$ cat config.mk
export PLATFORM = sky130hd
export DESIGN_NAME = stall_period_timer
export DESIGN_NICKNAME = d
export VERILOG_FILES = /design/src/rtl/spt_pkg.sv /design/src/rtl/spt_regs.sv /design/src/rtl/spt_runctl.sv /design/src/rtl/spt_core.sv /design/src/rtl/spt_flags.sv /design/src/rtl/stall_period_timer.sv
export SDC_FILE = /design/constraint.sdc
export NUM_CORES = 1
export LEC_CHECK = 0
export ABC_AREA = 1
export BUFFER_PORTS_ARGS = -buffer_cell sky130_fd_sc_hd__buf_2
export CORE_AREA = 2 2 98 100
export DETAILED_ROUTE_END_ITERATION = 8
export DIE_AREA = 0 0 100 102
export PLACE_DENSITY = 0.77
export SKIP_CTS_REPAIR_TIMING = 1
export SLEW_MARGIN = 20
export SYNTH_ARGS = -nofsm -noshare
export SYNTH_HDL_FRONTEND = slang
export SYNTH_SLANG_ARGS = --single-unit
$ cat constraint.sdc
create_clock -name clk -period 2.2 [get_ports clk]
set_input_delay 0.44 -clock clk [delete_from_list [all_inputs] [get_ports clk]]
set_output_delay 0.44 -clock clk [all_outputs]
set_load 0.05 [all_outputs]
$ cat src/rtl/spt_pkg.sv
package spt_pkg;
  // Register addresses shared by the decoder and the checker
  localparam int unsigned ADDR_CTRL     = 0;
  localparam int unsigned ADDR_VAL_LO   = 1;
  localparam int unsigned ADDR_VAL_HI   = 2;
  localparam int unsigned ADDR_PER_LO   = 3;
  localparam int unsigned ADDR_PER_HI   = 4;
  localparam int unsigned ADDR_CMP_BASE = 5;

  // Control byte fields
  localparam int unsigned CTRL_RUN_BIT  = 0;
  localparam int unsigned CTRL_SYNC_BIT = 1;

  // Flag vector layout: bit 0 overflow, bits 1.. compare units
  localparam int unsigned FLAG_OVF = 0;

  function automatic int unsigned cmp_lo_addr(input int unsigned k);
    return ADDR_CMP_BASE + 2 * k;
  endfunction

  function automatic int unsigned flag_addr(input int unsigned ncmp);
    return ADDR_CMP_BASE + 2 * ncmp;
  endfunction

  function automatic int unsigned mask_addr(input int unsigned ncmp);
    return ADDR_CMP_BASE + 2 * ncmp + 1;
  endfunction
endpackage

$ cat src/rtl/spt_regs.sv
module spt_regs
  import spt_pkg::*;
#(
  parameter int BYTE_W  = 8,
  parameter int NUM_CMP = 2,
  parameter int ADDR_W  = 4,
  localparam int CNT_W  = 2 * BYTE_W,
  localparam int NEV    = NUM_CMP + 1
) (
  input  logic                     clk,
  input  logic                     rst_n,
  input  logic                     wr_en,
  input  logic [ADDR_W-1:0]        wr_addr,
  input  logic [BYTE_W-1:0]        wr_data,
  output logic                     ctrl_wr,
  output logic                     ctrl_run,
  output logic                     ctrl_sync,
  output logic                     val_commit,
  output logic [CNT_W-1:0]         val_word,
  output logic [CNT_W-1:0]         period,
  output logic [NUM_CMP*CNT_W-1:0] cmp_vals,
  output logic [NEV-1:0]           mask,
  output logic                     flag_wr,
  output logic [NEV-1:0]           flag_wdata
);
  localparam logic [ADDR_W-1:0] A_CTRL = ADDR_W'(ADDR_CTRL);
  localparam logic [ADDR_W-1:0] A_VLO  = ADDR_W'(ADDR_VAL_LO);
  localparam logic [ADDR_W-1:0] A_VHI  = ADDR_W'(ADDR_VAL_HI);
  localparam logic [ADDR_W-1:0] A_PLO  = ADDR_W'(ADDR_PER_LO);
  localparam logic [ADDR_W-1:0] A_PHI  = ADDR_W'(ADDR_PER_HI);
  localparam logic [ADDR_W-1:0] A_FLAG = ADDR_W'(flag_addr(NUM_CMP));
  localparam logic [ADDR_W-1:0] A_MASK = ADDR_W'(mask_addr(NUM_CMP));

  logic [BYTE_W-1:0] lo_q;
  logic [CNT_W-1:0]  per_q;
  logic [NEV-1:0]    mask_q;

  // Control byte is consumed directly on the write cycle
  assign ctrl_wr    = wr_en && (wr_addr == A_CTRL);
  assign ctrl_run   = wr_data[CTRL_RUN_BIT];
  assign ctrl_sync  = wr_data[CTRL_SYNC_BIT];

  // High byte write commits the staged pair
  assign val_commit = wr_en && (wr_addr == A_VHI);
  assign val_word   = {wr_data, lo_q};

  assign flag_wr    = wr_en && (wr_addr == A_FLAG);
  assign flag_wdata = wr_data[NEV-1:0];

  always_ff @(posedge clk) begin
    if (!rst_n) begin
      lo_q   <= '0;
      per_q  <= '1;
      mask_q <= '0;
    end else if (wr_en) begin
      if (wr_addr == A_VLO)  lo_q                <= wr_data;
      if (wr_addr == A_PLO)  per_q[BYTE_W-1:0]   <= wr_data;
      if (wr_addr == A_PHI)  per_q[CNT_W-1:BYTE_W] <= wr_data;
      if (wr_addr == A_MASK) mask_q              <= wr_data[NEV-1:0];
    end
  end

  // One byte pair per compare unit
  for (genvar k = 0; k < NUM_CMP; k++) begin : g_cmp
    localparam logic [ADDR_W-1:0] A_CLO = ADDR_W'(cmp_lo_addr(k));
    localparam logic [ADDR_W-1:0] A_CHI = ADDR_W'(cmp_lo_addr(k) + 1);
    logic [CNT_W-1:0] cmp_q;
    always_ff @(posedge clk) begin
      if (!rst_n) begin
        cmp_q <= '1;
      end else if (wr_en) begin
        if (wr_addr == A_CLO) cmp_q[BYTE_W-1:0]     <= wr_data;
        if (wr_addr == A_CHI) cmp_q[CNT_W-1:BYTE_W] <= wr_data;
      end
    end
    assign cmp_vals[k*CNT_W +: CNT_W] = cmp_q;
  end

  assign period = per_q;
  assign mask   = mask_q;
endmodule

$ cat src/rtl/spt_runctl.sv
module spt_runctl (
  input  logic clk,
  input  logic rst_n,
  input  logic ref_tick,
  input  logic ctrl_wr,
  input  logic ctrl_run,
  input  logic ctrl_sync,
  output logic running
);
  logic run_q;
  logic pend_q;
  logic pend_val_q;

  always_ff @(posedge clk) begin
    if (!rst_n) begin
      run_q      <= 1'b0;
      pend_q     <= 1'b0;
      pend_val_q <= 1'b0;
    end else if (ctrl_wr) begin
      if (ctrl_sync) begin
        // Defer to a tick seen in a later cycle
        pend_q     <= 1'b1;
        pend_val_q <= ctrl_run;
      end else begin
        run_q  <= ctrl_run;
        pend_q <= 1'b0;
      end
    end else if (pend_q && ref_tick) begin
      run_q  <= pend_val_q;
      pend_q <= 1'b0;
    end
  end

  assign running = run_q;
endmodule

$ cat src/rtl/spt_core.sv
module spt_core #(
  parameter int CNT_W   = 16,
  parameter int NUM_CMP = 2,
  localparam int NEV    = NUM_CMP + 1
) (
  input  logic                     clk,
  input  logic                     rst_n,
  input  logic                     running,
  input  logic                     val_commit,
  input  logic [CNT_W-1:0]         val_word,
  input  logic [CNT_W-1:0]         period,
  input  logic [NUM_CMP*CNT_W-1:0] cmp_vals,
  output logic [CNT_W-1:0]         count,
  output logic                     delta_busy,
  output logic [NEV-1:0]           events,
  output logic                     ovf_pulse,
  output logic [NUM_CMP-1:0]       cmp_pulse
);
  logic [CNT_W-1:0] cnt_q;
  logic [CNT_W-1:0] delta_q;
  logic [CNT_W-1:0] cnt_nxt;
  logic             advance;
  logic             at_period;
  logic             ev_ovf;
  logic [NUM_CMP-1:0] ev_cmp;
  logic             ovf_q;
  logic [NUM_CMP-1:0] cmp_q;

  assign advance   = running && (delta_q == '0);
  assign at_period = (cnt_q == period);
  assign cnt_nxt   = at_period ? '0 : cnt_q + 1'b1;
  assign ev_ovf    = advance && at_period;

  // Main counter: direct load only while idle
  always_ff @(posedge clk) begin
    if (!rst_n) begin
      cnt_q <= '0;
    end else if (!running && val_commit) begin
      cnt_q <= val_word;
    end else if (advance) begin
      cnt_q <= cnt_nxt;
    end
  end

  // Delta down-counter: loaded by a commit while running
  always_ff @(posedge clk) begin
    if (!rst_n) begin
      delta_q <= '0;
    end else if (running && val_commit) begin
      delta_q <= val_word;
    end else if (running && (delta_q != '0)) begin
      delta_q <= delta_q - 1'b1;
    end
  end

  for (genvar k = 0; k < NUM_CMP; k++) begin : g_match
    assign ev_cmp[k] = advance && (cnt_nxt == cmp_vals[k*CNT_W +: CNT_W]);
  end

  always_ff @(posedge clk) begin
    if (!rst_n) begin
      ovf_q <= 1'b0;
      cmp_q <= '0;
    end else begin
      ovf_q <= ev_ovf;
      cmp_q <= ev_cmp;
    end
  end

  assign events     = {ev_cmp, ev_ovf};
  assign count      = cnt_q;
  assign delta_busy = (delta_q != '0);
  assign ovf_pulse  = ovf_q;
  assign cmp_pulse  = cmp_q;
endmodule

$ cat src/rtl/spt_flags.sv
module spt_flags #(
  parameter int NEV = 3
) (
  input  logic           clk,
  input  logic           rst_n,
  input  logic [NEV-1:0] events,
  input  logic           flag_wr,
  input  logic [NEV-1:0] flag_wdata,
  input  logic [NEV-1:0] mask,
  output logic [NEV-1:0] flags,
  output logic           irq
);
  logic [NEV-1:0] flag_q;

  for (genvar i = 0; i < NEV; i++) begin : g_flag
    logic clr;
    assign clr = flag_wr && !flag_wdata[i];
    always_ff @(posedge clk) begin
      if (!rst_n) begin
        flag_q[i] <= 1'b0;
      end else begin
        // New event outranks a clear in the same cycle
        flag_q[i] <= events[i] | (flag_q[i] & ~clr);
      end
    end
  end

  assign flags = flag_q;
  assign irq   = |(flag_q & mask);
endmodule

$ cat src/rtl/stall_period_timer.sv
module stall_period_timer
  import spt_pkg::*;
#(
  parameter int BYTE_W  = 8,
  parameter int NUM_CMP = 2,
  parameter int ADDR_W  = 4,
  localparam int CNT_W  = 2 * BYTE_W,
  localparam int NEV    = NUM_CMP + 1
) (
  input  logic               clk,
  input  logic               rst_n,
  input  logic               ref_tick,
  input  logic               wr_en,
  input  logic [ADDR_W-1:0]  wr_addr,
  input  logic [BYTE_W-1:0]  wr_data,
  output logic               running,
  output logic [CNT_W-1:0]   count,
  output logic               delta_busy,
  output logic               ovf_pulse,
  output logic [NUM_CMP-1:0] cmp_pulse,
  output logic [NEV-1:0]     flags,
  output logic               irq
);
  logic                     ctrl_wr;
  logic                     ctrl_run;
  logic                     ctrl_sync;
  logic                     val_commit;
  logic [CNT_W-1:0]         val_word;
  logic [CNT_W-1:0]         period;
  logic [NUM_CMP*CNT_W-1:0] cmp_vals;
  logic [NEV-1:0]           mask;
  logic                     flag_wr;
  logic [NEV-1:0]           flag_wdata;
  logic [NEV-1:0]           events;

  spt_regs #(
    .BYTE_W (BYTE_W),
    .NUM_CMP(NUM_CMP),
    .ADDR_W (ADDR_W)
  ) u_regs (
    .clk       (clk),
    .rst_n     (rst_n),
    .wr_en     (wr_en),
    .wr_addr   (wr_addr),
    .wr_data   (wr_data),
    .ctrl_wr   (ctrl_wr),
    .ctrl_run  (ctrl_run),
    .ctrl_sync (ctrl_sync),
    .val_commit(val_commit),
    .val_word  (val_word),
    .period    (period),
    .cmp_vals  (cmp_vals),
    .mask      (mask),
    .flag_wr   (flag_wr),
    .flag_wdata(flag_wdata)
  );

  spt_runctl u_run (
    .clk      (clk),
    .rst_n    (rst_n),
    .ref_tick (ref_tick),
    .ctrl_wr  (ctrl_wr),
    .ctrl_run (ctrl_run),
    .ctrl_sync(ctrl_sync),
    .running  (running)
  );

  spt_core #(
    .CNT_W  (CNT_W),
    .NUM_CMP(NUM_CMP)
  ) u_core (
    .clk       (clk),
    .rst_n     (rst_n),
    .running   (running),
    .val_commit(val_commit),
    .val_word  (val_word),
    .period    (period),
    .cmp_vals  (cmp_vals),
    .count     (count),
    .delta_busy(delta_busy),
    .events    (events),
    .ovf_pulse (ovf_pulse),
    .cmp_pulse (cmp_pulse)
  );

  spt_flags #(
    .NEV(NEV)
  ) u_flags (
    .clk       (clk),
    .rst_n     (rst_n),
    .events    (events),
    .flag_wr   (flag_wr),
    .flag_wdata(flag_wdata),
    .mask      (mask),
    .flags     (flags),
    .irq       (irq)
  );
endmodule

* Word-level counts from Yosys, hierarchy flattened
Cells that the tools add are included.
** Operators by class
- $add $sub $neg :: 2
- Eq/ne operators :: 14
- Muxes and demuxes :: 11
- Bitwise gates (word level) :: 10
- Reductions and logical operators :: 35
** Operator list (number)
- 2-to-1 mux 16 bit :: 5
- == test 16 bit :: 3
- AND reduction 2 bit :: 10
- adder 16 x 1 -> 16 bit (second input constant) :: 1
- == test 4 x 3 -> 1 bit (second input constant) :: 4
- logical NOT 16 bit :: 1
- nonzero test 16 bit :: 1
- subtractor 16 x 1 -> 16 bit (second input constant) :: 1
- logical AND 1 bit :: 14
- == test 4 bit (second input constant) :: 3
- == test 4 x 2 -> 1 bit (second input constant) :: 2
- 2-to-1 mux 1 bit :: 6
- nonzero test 2 bit :: 3
- == test 4 x 1 -> 1 bit (second input constant) :: 1
- logical NOT 1 bit :: 4
- logical NOT 4 bit :: 1
- AND 1 bit :: 3
- AND 3 bit :: 1
- inverter 1 bit :: 3
- bitwise OR 1 bit :: 3
- OR reduction 3 bit :: 1
- inequality test 2 bit (second input constant) :: 1
** Word-level totals
- Register bits :: 100

* Depth between registers and ports, before layout
- Depth after elaboration :: 6
- Mapped depth :: 17

* Modules after synthesis
A second synthesis with hierarchy kept.
** Second synthesis, totals
- Cell total of the unflattened synthesis :: 914
- Area, all modules :: 5900.7 sq um
** Modules (own cells, without submodules)
- spt_core :: times used 1, cells an instance 557, area each 3194.3 sq um
- spt_regs :: times used 1, cells an instance 311, area each 2419.8 sq um
- spt_runctl :: times used 1, cells an instance 23, area each 146.4 sq um
- spt_flags :: times used 1, cells an instance 23, area each 140.1 sq um

* Worst setup path before layout
OpenSTA, ideal clock, no wires.
- Kind :: register to register
- Start :: register u_core.cnt_q[1], in the netlist u_core.count[1]
- End :: register u_flags.flag_q[2], in the netlist u_flags.flags[2]
- Library setup time :: 0.125 ns
- Arrival time :: 2.078 ns
- Required time :: 2.075 ns
- Slack :: -0.003 ns
- Cell stages (with the launch flop) :: 11
- Path buffers :: 0
- Clock period less this slack :: 2.203 ns
- Cells stage by stage :: dfxtp_1 ha_1 nand3_1 nor2_1 xor2_1 nand2_2 or2_2 nand3_1 nor2_1 nand3_1 nand2_1
** On the way
- Longest elaborated chain between the ends :: 5
** Ends and longest elaborated chain
- start: declaration :: line spt_core.sv:19 : logic [CNT_W-1:0] cnt_q;
- start signal: assignment :: line spt_core.sv:39 : cnt_q <= val_word;
- start signal: assignment :: line spt_core.sv:41 : cnt_q <= cnt_nxt;
- adder 16 x 1 -> 16 bit / == test 16 bit (equally long branches) :: line spt_core.sv:31, spt_core.sv:30
- 2-to-1 mux 16 bit (*) :: line spt_core.sv:31 : assign cnt_nxt = at_period ? '0 : cnt_q + 1'b1;
- == test 16 bit (*) :: line spt_core.sv:57 : assign ev_cmp[k] = advance && (cnt_nxt == cmp_vals[k*CNT_W +: CNT_W]);
- logical AND 1 bit (*) :: line spt_core.sv:57
- bitwise OR 1 bit (*) :: line spt_flags.sv:23 : flag_q[i] <= events[i] | (flag_q[i] & ~clr);
- end signal: indexed assignment :: line spt_flags.sv:23
- end: declaration :: line spt_flags.sv:13 : logic [NEV-1:0] flag_q;
Every way passes the cells marked *; elsewhere a longest branch is shown, timed or not.
A chain may end at the register's enable or synchronous reset.

* Worst setup path in the final report
- Start :: register u_core.delta_q[8]
- End :: output delta_busy
** On the way
- Longest elaborated chain between the ends :: 1
** Ends and longest elaborated chain
- start: declaration :: line spt_core.sv:20 : logic [CNT_W-1:0] delta_q;
- start signal: assignment :: line spt_core.sv:50 : delta_q <= val_word;
- start signal: assignment :: line spt_core.sv:52 : delta_q <= delta_q - 1'b1;
- nonzero test 16 bit :: line spt_core.sv:72 : assign delta_busy = (delta_q != '0);
- end: declaration :: line stall_period_timer.sv:18 : output logic delta_busy,
No other way between the ends.

==> impl_metrics.csv <==
group,metric,value,unit
worst_setup_path,required,1760,ps
hold_path,min_from,"wr_data[3]",
yosys,avgSynthCellArea,6.68,um2
sta,period_share,0.982,
yosys,netlist_instances,797,
sta,worst_slack,40.4,ps
pwr,p_leak,2.94,nW
cts,htree_levels,3,
layout,postLayoutCoreUtil,0.661,
route,drt_iter0_markers,399,
route,wirelength,16300,um
worst_setup_path,ff2ff_path_depth,14,
layout,nNetsFinal,865,
worst_setup_path,arrival,1720,ps
run,maxCapViolations,0,
placed_design,placed_area,5700,um2
sta,slew_violations,0,
cts,cts_tree,"yes",
worst_setup_path,path_cells,"nor2_2 -> nand2_1 -> nor3_4 -> nand3_2 -> or2_2 -> buf_6",
grt,grt_pass1_wl,25500,um
floorplanning,rows,35,
yosys,ys_warn_count,0,
floorplanning,die_w,100,um
grt,grt_antenna_before_repair,0,
yosys,yosysTopAreaCell,"dfxtp_1",
layout,final_cell_mix,"nand2_1, dfxtp_1, nor2_1, inv_1, o21ai_0",
outcome,status,"complete, no violations",
route,postRouteAntennaNets,0,
layout,antenna_cells,0,
hold_path,holdCritPathClass,"input port to register",
sta,timing.setup.tns,0,ps
placed_design,gp_congestion,0.947,
grt,grt-ovfl-total,0,
yosys,synth_cell_type_count,38,
cts,cts_made_buffers,9,
sta,hold_viol,0,
pwr,power-per-cell-area,526,nW/um2
route,wl_per_cell,17.0,um
floorplanning,core_area,9110,um2
worst_setup_path,r2r_end,"u_core.cmp_pulse[1]",
cts,clkLatencyLatePin,380,ps
route,drc_errors,0,
floorplanning,die_h,102,um
worst_setup_path,cp_slowest_cell,"dfxtp_2",
layout,area_growth_syn_to_layout,13.1,%
yosys,syn_nets,815,
route,drtPass1Iterations,6,
route,vias,5487,
yosys,synth_seq_cells,100,
worst_setup_path,r2r_start,"u_core.count[1]",
grt,grt_max_degree,45,
layout,final_cell_count_no_fill,961,
placed_design,hpwlAfterDp,11700,um
sta,min_period,2160,ps
placed_design,pre_cts_slack,-11.6,ps
worst_setup_path,start_kind,"register",
layout,nFillCells,852,
worst_setup_path,max_stage_delay,350,ps
sta,finalSetupViolCount,0,
placed_design,dp_cells,942,
layout,drive_gt1_frac,0.162,
floorplanning,die-area,10200,um2
cts,clock_sinks,100,
layout,layout_commonest_cell,"nand2_1",
placed_design,port_buffers,40,
worst_setup_path,critPathBufInv,1,
sta,skew,9.43,ps
hold_path,min_path_cells,3,
pwr,vdd_drop_max,0.283,mV
sta,fmax,463,MHz
grt,grt_pass1_vias,5049,
yosys,ys_seq_area_frac,0.376,
worst_setup_path,critPathTopFamily,"simple AND/OR/NAND/NOR gates",
floorplanning,boundaryPins,41,
yosys,synth_edf_count,0,
worst_setup_path,reg2reg_slack,160,ps
route,viasPerCell,5.71,
yosys,synth_top_flop_cell,"dfxtp_1",
sta,worstMarginPinSlew,556,ps
yosys,async_flop_share,0,
cts,clk_path_buf_depth,2,
grt,grt_usage,0.323,
sta,max_slew_margin,0.625,
worst_setup_path,critPathCaptureType,"primary output",
cts,cts_root_buf,"clkbuf_8",
worst_setup_path,worstPathMaxFanout,4,
layout,fin_area,6020,um2
yosys,yosysTopAreaCellShare,0.376,
floorplanning,initial_core_util,0.585,
yosys,synth.cell_area,5330,um2
worst_setup_path,crit_type,"register to primary output",
hold_path,min_to,"u_regs.period[3]",
yosys,netlist_top_cells_area,"dfxtp_1, nand2_1, nor2_1",
cts,clk_pin_slew_worst_paths,90,ps
[worst max path at each step]
stage	to	start	cells after the start
2_1_floorplan	u_flags.flags[2]	u_core.count[0]	10
3_3_place_gp	u_flags.flags[1]	u_core.count[0]	13
3_5_place_dp	u_flags.flags[1]	u_core.count[0]	13
4_1_cts	delta_busy	u_core.delta_q[4]	6
5_1_grt	u_flags.flags[1]	u_core.count[1]	13
6_report	delta_busy	u_core.delta_q[8]	6
[layout make-up]
cell class / count / area (um2) / share of cell area
multi-input combinational: 581 / 2950 / 0.490
timing repair buffer: 67 / 422 / 0.0700
sequential: 100 / 2020 / 0.336
clock inverter: 5 / 37.5 / 0.00623
clock buffer: 9 / 124 / 0.0206
tap: 111 / 139 / 0.0231
inverter: 88 / 330 / 0.0549
[cell families (layout without fill, tap and decap cells)]
group	count (synthesis)	in the layout	synth area share
adders and majority gates	2	2	0.00470
AOI/OAI and AO/OA	137	137	0.159
xor gates and xnor gates	22	22	0.0376
buffers and inverters	116	169	0.0883
and+or+nand+nor	420	420	0.334
DFF	100	100	0.376
[through the flow]
step	power, mW	hold WS, ps
floorplan	2.04	442
CTS	3.17	305
global placement	2.13	456
detailed placement	2.13	467
global route	3.28	350
finish	3.17	318
[cells in the mapped netlist, types with 2 or more instances]
cell        n
o221ai_1    6
nand2_2     5
nand3_1    39
nand2_1   253
o21ai_0    42
nor2_1     79
xor2_1     19
xnor2_1     2
nand4_1     3
dfxtp_1   100
o211ai_1   34
buf_6       3
ha_1        2
buf_2       4
o22ai_1     5
inv_2       7
a21oi_1    28
nor3_1      3
buf_4       2
a32oi_1     2
nand3b_1   19
o311ai_0    4
or2_1       2
clkinv_1    4
a31oi_1    13
clkbuf_1   18
nor2_2      8
or2_2       5
inv_1      77
[metal layers]
metal / share of wire / track usage / wire length, um / up-vias
met2: 0.46 / 0.519 / 7500 / 253
met1: 0.43 / 0.443 / 7060 / 2507
met3: 0.078 / 0.0417 / 1270 / 40
met4: 0.030 / 0.132 / 488 / 0
li1: - / - / - / 2687
met5: 0 / 0 / 0 / -
[state kept, by name (all words and copies together) (netlist names)]
register,count
u_regs.period,16
u_core.cmp_pulse,2
u_run.running,1
u_run.pend_q,1
u_regs.mask,3
u_run.pend_val_q,1
u_core.count,16
u_regs.lo_q,8
u_flags.flags,3
u_core.ovf_pulse,1
u_regs.g_cmp.cmp_q,32
u_core.delta_q,16
[worst reg2reg max path: cells and delay by family, from the launching register on]
kind / cells / cell delay, ps
fa+ha+maj: 1 / 200
buf+inv: 2 / 180
simple gates: 10 / 1010
flops: 1 / 390
xor+xnor: 1 / 240
[where the power goes]
part / switching, mW / internal, mW
combinational: 0.172 / 0.0691
sequential: 0.0232 / 1.83
clock: 0.662 / 0.405
(Power assumes the default switching activity.)
